### src/rtl/stc_pkg.sv
package stc_pkg;

  // strobes from the control to the datapath, one cycle each
  typedef struct packed {
    logic push;        // perform a push request this cycle
    logic pop;         // perform a pop request this cycle
    logic startFlush;  // load the first block address
    logic nextBlk;     // advance to the next block
    logic clearAll;    // invalidate every slot and empty the buffer
  } stcStrobe_t;

  typedef enum logic [1:0] {
    ST_IDLE,
    ST_FLUSH,
    ST_DONE
  } stcState_t;

endpackage

### src/rtl/stc_datapath.sv
module stc_datapath
  import stc_pkg::*;
#(
  parameter int WIDTH = 32,
  parameter int DEPTH = 16,
  parameter int BURST = 4,
  parameter int AW    = 16,
  parameter logic [AW-1:0] RESET_TOP = '0
) (
  input  logic                   clk,
  input  logic                   rstN,
  input  stcStrobe_t             strobe,
  input  logic [WIDTH-1:0]       pushData,
  output logic [WIDTH-1:0]       popData,
  output logic                   popValid,
  output logic                   overflow,
  output logic                   underflow,
  output logic                   full,
  output logic                   empty,
  output logic                   lastBlock,
  output logic [AW-1:0]          memAddr,
  output logic [BURST*WIDTH-1:0] memData,
  output logic [BURST-1:0]       memMask,
  output logic [DEPTH-1:0]       validFlags,
  output logic [$clog2(DEPTH+1)-1:0] fillCount
);

  localparam int PW = $clog2(DEPTH);
  localparam int CW = $clog2(DEPTH + 1);
  localparam logic [AW-1:0] BLK_MASK = ~AW'(BURST - 1);
  localparam logic [CW-1:0] FULL_CNT = CW'(DEPTH);

  logic [WIDTH-1:0] store [DEPTH];
  logic [DEPTH-1:0] validBits;
  logic [AW-1:0]    topAddr;
  logic [AW-1:0]    tailAddr;
  logic [AW-1:0]    blkAddr;
  logic [AW-1:0]    lastBlk;
  logic [AW-1:0]    popAddr;
  logic [AW-1:0]    pushAddr;
  logic [PW-1:0]    popSlot;
  logic [PW-1:0]    pushSlot;
  logic [CW-1:0]    count;
  logic             popHit;
  logic             pushOk;

  // pointer arithmetic: the pop is resolved before the push
  always_comb begin
    tailAddr = topAddr - AW'(count);
    popHit   = strobe.pop && (count != '0);
    popAddr  = topAddr - AW'(1);
    popSlot  = popAddr[PW-1:0];
    pushOk   = strobe.push && ((count - CW'(popHit)) != FULL_CNT);
    pushAddr = topAddr - AW'(popHit);
    pushSlot = pushAddr[PW-1:0];
    lastBlk  = popAddr & BLK_MASK;
  end

  // storage array, no reset needed
  always_ff @(posedge clk) begin
    if (pushOk) store[pushSlot] <= pushData;
  end

  always_ff @(posedge clk) begin
    if (!rstN) begin
      validBits <= '0;
      count     <= '0;
      topAddr   <= RESET_TOP;
      blkAddr   <= '0;
      popData   <= '0;
      popValid  <= 1'b0;
      overflow  <= 1'b0;
      underflow <= 1'b0;
    end else begin
      popValid  <= strobe.pop;
      underflow <= strobe.pop && (count == '0);
      overflow  <= strobe.push && !pushOk;
      popData   <= (popHit && validBits[popSlot]) ? store[popSlot] : '0;
      if (strobe.clearAll) begin
        validBits <= '0;
        count     <= '0;
      end else begin
        if (popHit) validBits[popSlot]  <= 1'b0;
        if (pushOk) validBits[pushSlot] <= 1'b1;
        count <= count - CW'(popHit) + CW'(pushOk);
      end
      topAddr <= topAddr - AW'(popHit) + AW'(pushOk);
      if (strobe.startFlush)   blkAddr <= tailAddr & BLK_MASK;
      else if (strobe.nextBlk) blkAddr <= blkAddr + AW'(BURST);
    end
  end

  // burst assembly: one lane per word of the block
  for (genvar i = 0; i < BURST; i++) begin : gLane
    logic [AW-1:0] wordAddr;
    logic [PW-1:0] wordSlot;
    logic          inWindow;
    always_comb begin
      wordAddr = blkAddr + AW'(i);
      wordSlot = wordAddr[PW-1:0];
      inWindow = (wordAddr - tailAddr) < AW'(count);
    end
    assign memMask[i] = inWindow && validBits[wordSlot];
    assign memData[i*WIDTH +: WIDTH] = memMask[i] ? store[wordSlot] : '0;
  end

  assign full       = (count == FULL_CNT);
  assign empty      = (count == '0);
  assign lastBlock  = (blkAddr == lastBlk);
  assign memAddr    = blkAddr;
  assign validFlags = validBits;
  assign fillCount  = count;

endmodule

### src/rtl/stc_control.sv
module stc_control
  import stc_pkg::*;
(
  input  logic       clk,
  input  logic       rstN,
  input  logic       pushEn,
  input  logic       popEn,
  input  logic       flushReq,
  input  logic       memReady,
  input  logic       bufEmpty,
  input  logic       lastBlock,
  output stcStrobe_t strobe,
  output logic       busy,
  output logic       memValid,
  output logic       flushDone
);

  stcState_t state;
  stcState_t nextState;

  always_comb begin
    strobe    = '0;
    nextState = state;
    unique case (state)
      ST_IDLE: begin
        if (flushReq) begin
          strobe.startFlush = 1'b1;
          if (bufEmpty) begin
            strobe.clearAll = 1'b1;
            nextState       = ST_DONE;
          end else begin
            nextState = ST_FLUSH;
          end
        end else begin
          strobe.push = pushEn;
          strobe.pop  = popEn;
        end
      end
      ST_FLUSH: begin
        if (memReady) begin
          if (lastBlock) begin
            strobe.clearAll = 1'b1;
            nextState       = ST_DONE;
          end else begin
            strobe.nextBlk = 1'b1;
          end
        end
      end
      ST_DONE:  nextState = ST_IDLE;
      default:  nextState = ST_IDLE;
    endcase
  end

  always_ff @(posedge clk) begin
    if (!rstN) state <= ST_IDLE;
    else       state <= nextState;
  end

  assign busy      = (state != ST_IDLE) || flushReq;
  assign memValid  = (state == ST_FLUSH);
  assign flushDone = (state == ST_DONE);

endmodule

### src/rtl/stack_top_cache.sv
module stack_top_cache
  import stc_pkg::*;
#(
  parameter int WIDTH = 32,
  parameter int DEPTH = 16,
  parameter int BURST = 4,
  parameter int AW    = 16,
  parameter logic [AW-1:0] RESET_TOP = '0
) (
  input  logic                   clk,
  input  logic                   rstN,
  input  logic                   pushEn,
  input  logic [WIDTH-1:0]       pushData,
  input  logic                   popEn,
  input  logic                   flushReq,
  output logic [WIDTH-1:0]       popData,
  output logic                   popValid,
  output logic                   overflow,
  output logic                   underflow,
  output logic                   full,
  output logic                   empty,
  output logic                   busy,
  output logic                   memValid,
  input  logic                   memReady,
  output logic [AW-1:0]          memAddr,
  output logic [BURST*WIDTH-1:0] memData,
  output logic [BURST-1:0]       memMask,
  output logic                   flushDone
);

  localparam int CW = $clog2(DEPTH + 1);

  stcStrobe_t       strobe;
  logic             lastBlock;
  logic [DEPTH-1:0] validFlags;
  logic [CW-1:0]    fillCount;

  stc_control uCtrl (
    .clk       (clk),
    .rstN      (rstN),
    .pushEn    (pushEn),
    .popEn     (popEn),
    .flushReq  (flushReq),
    .memReady  (memReady),
    .bufEmpty  (empty),
    .lastBlock (lastBlock),
    .strobe    (strobe),
    .busy      (busy),
    .memValid  (memValid),
    .flushDone (flushDone)
  );

  stc_datapath #(
    .WIDTH     (WIDTH),
    .DEPTH     (DEPTH),
    .BURST     (BURST),
    .AW        (AW),
    .RESET_TOP (RESET_TOP)
  ) uData (
    .clk        (clk),
    .rstN       (rstN),
    .strobe     (strobe),
    .pushData   (pushData),
    .popData    (popData),
    .popValid   (popValid),
    .overflow   (overflow),
    .underflow  (underflow),
    .full       (full),
    .empty      (empty),
    .lastBlock  (lastBlock),
    .memAddr    (memAddr),
    .memData    (memData),
    .memMask    (memMask),
    .validFlags (validFlags),
    .fillCount  (fillCount)
  );

endmodule

### config.mk
export PLATFORM = sky130hd
export DESIGN_NAME = stack_top_cache
export DESIGN_NICKNAME = d
export VERILOG_FILES = /design/src/rtl/stc_pkg.sv /design/src/rtl/stc_datapath.sv /design/src/rtl/stc_control.sv /design/src/rtl/stack_top_cache.sv
export SDC_FILE = /design/constraint.sdc
export NUM_CORES = 1
export LEC_CHECK = 0
export ABC_AREA = 1
export BUFFER_PORTS_ARGS = -buffer_cell sky130_fd_sc_hd__buf_4
export CAP_MARGIN = 25
export CELL_PAD_IN_SITES_DETAIL_PLACEMENT = 1
export CELL_PAD_IN_SITES_GLOBAL_PLACEMENT = 2
export CORE_MARGIN = 10
export CORE_UTILIZATION = 30
export DETAILED_ROUTE_END_ITERATION = 16
export PLACE_DENSITY_LB_ADDON = 0.1
export SYNTH_ARGS = -nofsm -noshare
export SYNTH_HDL_FRONTEND = slang
export SYNTH_SLANG_ARGS = --single-unit
export TNS_END_PERCENT = 5
### constraint.sdc
create_clock -name clk -period 13.55 [get_ports clk]
set_input_delay 1.355 -clock clk [delete_from_list [all_inputs] [get_ports clk]]
set_output_delay 1.355 -clock clk [all_outputs]
set_load 0.01 [all_outputs]
==> flow_metrics.py <==
metrics = {
    "grt": {
        "globalRoute.totalOverflow": 0,
        "grt_pass1_vias": 28393,
        "grt_pass1_wl_mm": 199,
        "grt_max_degree": 99,
        "globalRouteTotalUtil_pct": 22.0,
        "antenna_found_initial": 2,
    },
    "die": {
        "die_w_um": 348,
        "ios": 226,
        "die_y_um": 348,
        "num_rows": 120,
        "core_area_sq_mm": 0.107,
        "fp.dieArea_sq_mm": 0.121,
        "start_util_pct": 30.2,
    },
    "placed_design": {
        "io_buffers": 223,
        "gp_congestion": 0.877,
        "place_hpwl_mm": 84.9,
    },
    "cts": {
        "cts_setup_buffers": 0,
        "cts_tree": "yes",
        "ctsResizeCount": 0,
        "clk_latency_ns": 0.66,
        "numCtsBuffers": 75,
        "cts_sinks": 600,
        "ctsRootBufferMaster": "clkbuf_16",
        "cts_buffer_depth": 3,
        "htree_levels": 3,
        "cts.clk_slew.worst_paths_ns": 0.06,
        "cts_hold_repair.buffers": 0,
    },
    "sta": {
        "grt_setup_unrepaired": "no",
        "fin_crit_ns": 8.37,
        "setup_violations": 0,
        "finalCritPeriodShare_pct": 61.8,
        "max_freq_ghz": 0.119,
        "worst_pin_slew_ns": 1.07,
        "slew_violations": 0,
        "finalClockSkew_ns": 0.0405,
        "hold_viol": 0,
        "tns_ns": 0,
        "slew_headroom_pct": 28.6,
    },
    "flow_run": {
        "cap_viol_max_count": 0,
    },
    "finish": {
        "final_util_pct": 35.3,
        "final_common_cell": "nand2_1",
        "fillers": 12175,
        "mostFrequentLayoutCells": "nand2_1, edfxtp_1, o21ai_0, nor2_1, a21oi_1",
        "drive_gt1_share_pct": 16.7,
        "syn_to_final_growth_pct": 16.9,
        "antenna_cells": 0,
        "nets": 3710,
    },
    "power": {
        "p_leak_nw": 13.9,
        "irDropWorstVdd_mv": 0.336,
        "p_seq_share_pct": 20.9,
        "swShare_pct": 52.4,
        "powerDensity_mw_per_mm2": 280,
        "switchingPower_w": 0.00555,
        "p_int_w": 0.00504,
        "clkPwrFrac_pct": 19.3,
        "p_comb_share_pct": 59.8,
    },
    "synth": {
        "yosysWarnings": 0,
        "yosysUniqueCellTypes": 53,
        "async_flop_share_pct": 0,
        "synth_cells": 3513,
        "synthFlopType": "edfxtp_1",
        "synth_edf_count": 512,
        "yosysSeqAreaShare_pct": 53.0,
        "ys_seq_elements": 600,
        "avgSynthCellArea_sq_um": 9.20,
        "syn_area_sq_mm": 0.0323,
    },
    "worst_setup_path": {
        "start_kind": "flip-flop",
        "cp_max_fo": 87,
        "cp.arrival_ns": 7.02,
        "critPathCaptureType": "primary output",
        "worst_ep_required_time_ns": 12.19,
        "worstSetupPathType": "flip-flop to primary output",
    },
    "routing": {
        "drcViolationCount": 0,
        "via_count": 27588,
        "vias_per_cell": 5.42,
        "drtIter0Drc": 2038,
        "wl_per_cell_um": 27.2,
        "antenna_left": 0,
        "drt-pass1-iter-count": 5,
        "wirelength_mm": 138,
    },
    "worst_hold_path": {
        "hp-class": "flip-flop to flip-flop",
    },
    "outcome": {
        "status": "finished clean",
    },
}
## per-stage QoR
step	cell area, sq um	total power (W)	instances	hold WS [ns]	setup WS, ns
2_1_floorplan	32300	0.00641	3514	0.489	7.34
3_3_place_gp	35300	0.00853	4948	0.510	5.90
3_5_place_dp	35300	0.00856	4948	0.521	5.80
4_1_cts	37700	0.0107	5085	0.530	5.09
5_1_grt	37800	0.0113	5088	0.557	4.59
6_report	37800	0.0106	5088	0.529	5.18
## area by class of cell
cell class | count | area (sq um) | share of cell area (%)
clock inverter | 43 | 410 | 1.09
clock buffer | 94 | 2050 | 5.43
tap | 1403 | 1760 | 4.64
multi-input combinational | 2457 | 13500 | 35.7
inverter | 217 | 832 | 2.20
sequential | 600 | 17100 | 45.4
timing repair buffer | 274 | 2110 | 5.58
## Yosys cell counts, types with 7 or more instances
cell      count  area (sq um)
buf_4         8          60.1
o22ai_1      66           413
a31oi_1      22           138
edfxtp_1    512         15400
nor2_2       28           175
nand3_2      12           120
nand2_2      26           163
dfxtp_1      88          1760
xnor2_1      12           105
nand2_1     609          2290
inv_2         9          33.8
nand2_4       7          78.8
a21oi_1     302          1510
a22oi_1      47           353
o21ai_1       8          40.0
xor2_1       50           438
buf_1         7          26.3
nor2_1      345          1290
a32o_1       96           961
clkbuf_1    194           728
nor3_2       88           881
ha_1         43           538
nand3_1     144           721
buf_6        18           203
inv_1       207           777
nand4_1      22           138
buf_2        11          55.1
nor2_4       12           135
nor3_1       21           105
o21ai_0     446          2230
## state kept, by name (all words and copies together), names as in the netlist
name,count
uData.fillCount,5
uData.underflow,1
uData.topAddr,16
uData.validFlags,16
uData.store,512
uData.popValid,1
uData.overflow,1
uCtrl.state,2
uData.memAddr,14
uData.popData,32
## metal layers
layer | part of all wire, % | wire [um] | vias to the layer above | track usage (%)
met4 | 2.3 | 3230 | 4 | 5.93
met3 | 4.4 | 6040 | 175 | 2.93
met1 | 46 | 63400 | 14047 | 29.5
li1 | - | - | 12659 | -
met5 | 0.022 | 31 | - | 0
met2 | 47 | 65700 | 703 | 36.8
## worst max-delay path, stage by stage (launching register included)
cell,delay [ns]
dfxtp_4,0.97
inv_6,0.41
ha_1,0.33
inv_1,0.15
fa_1,0.26
xor2_1,0.27
inv_1,0.13
ha_1,0.22
a21oi_1,0.22
inv_1,0.10
a21oi_1,0.36
xor2_1,0.20
ha_1,0.24
a21boi_0,0.12
a211oi_1,0.24
o21ai_0,0.13
a21oi_1,0.15
o21ai_0,0.10
nor2_1,0.13
nand2_1,0.06
nor2_1,0.13
nand2_2,0.54
buf_4,0.48
nor3_1,0.21
buf_4,0.16
## power by group through the flow
stage          clock [W]  sequential [W]  combinational (W)
6_report         0.00204         0.00221            0.00633
5_1_grt          0.00216         0.00222            0.00693
4_1_cts          0.00210         0.00221            0.00634
3_5_place_dp           0         0.00225            0.00631
3_3_place_gp           0         0.00225            0.00628
2_1_floorplan          0         0.00218            0.00423
## final timing paths
path,from,to,slack (ns),cells past startpoint
worst max-delay path,uData.topAddr[0]$_SDFF_PN0_,memData[32],5.18,24
worst min-delay path,uData.validFlags[15]$_SDFF_PP0_,uData.validFlags[15]$_SDFF_PP0_,0.53,2
worst max register to register,uData.fillCount[1]$_SDFF_PP0_,uData.store[7][26]$_DFFE_PP_,8.22,16
worst min register to register,uData.validFlags[15]$_SDFF_PP0_,uData.validFlags[15]$_SDFF_PP0_,0.53,2
## kinds of logic after synthesis
kind of cell	Yosys count	synth area share, %
compound gates	1006	17.9
xor+xnor	63	1.73
fa+ha+maj	47	1.91
buf+inv	457	5.87
flops	600	53.0
other cells	1	0.0116
simple gates	1339	19.6
No activity file was read; power rests on OpenSTA's default activity.
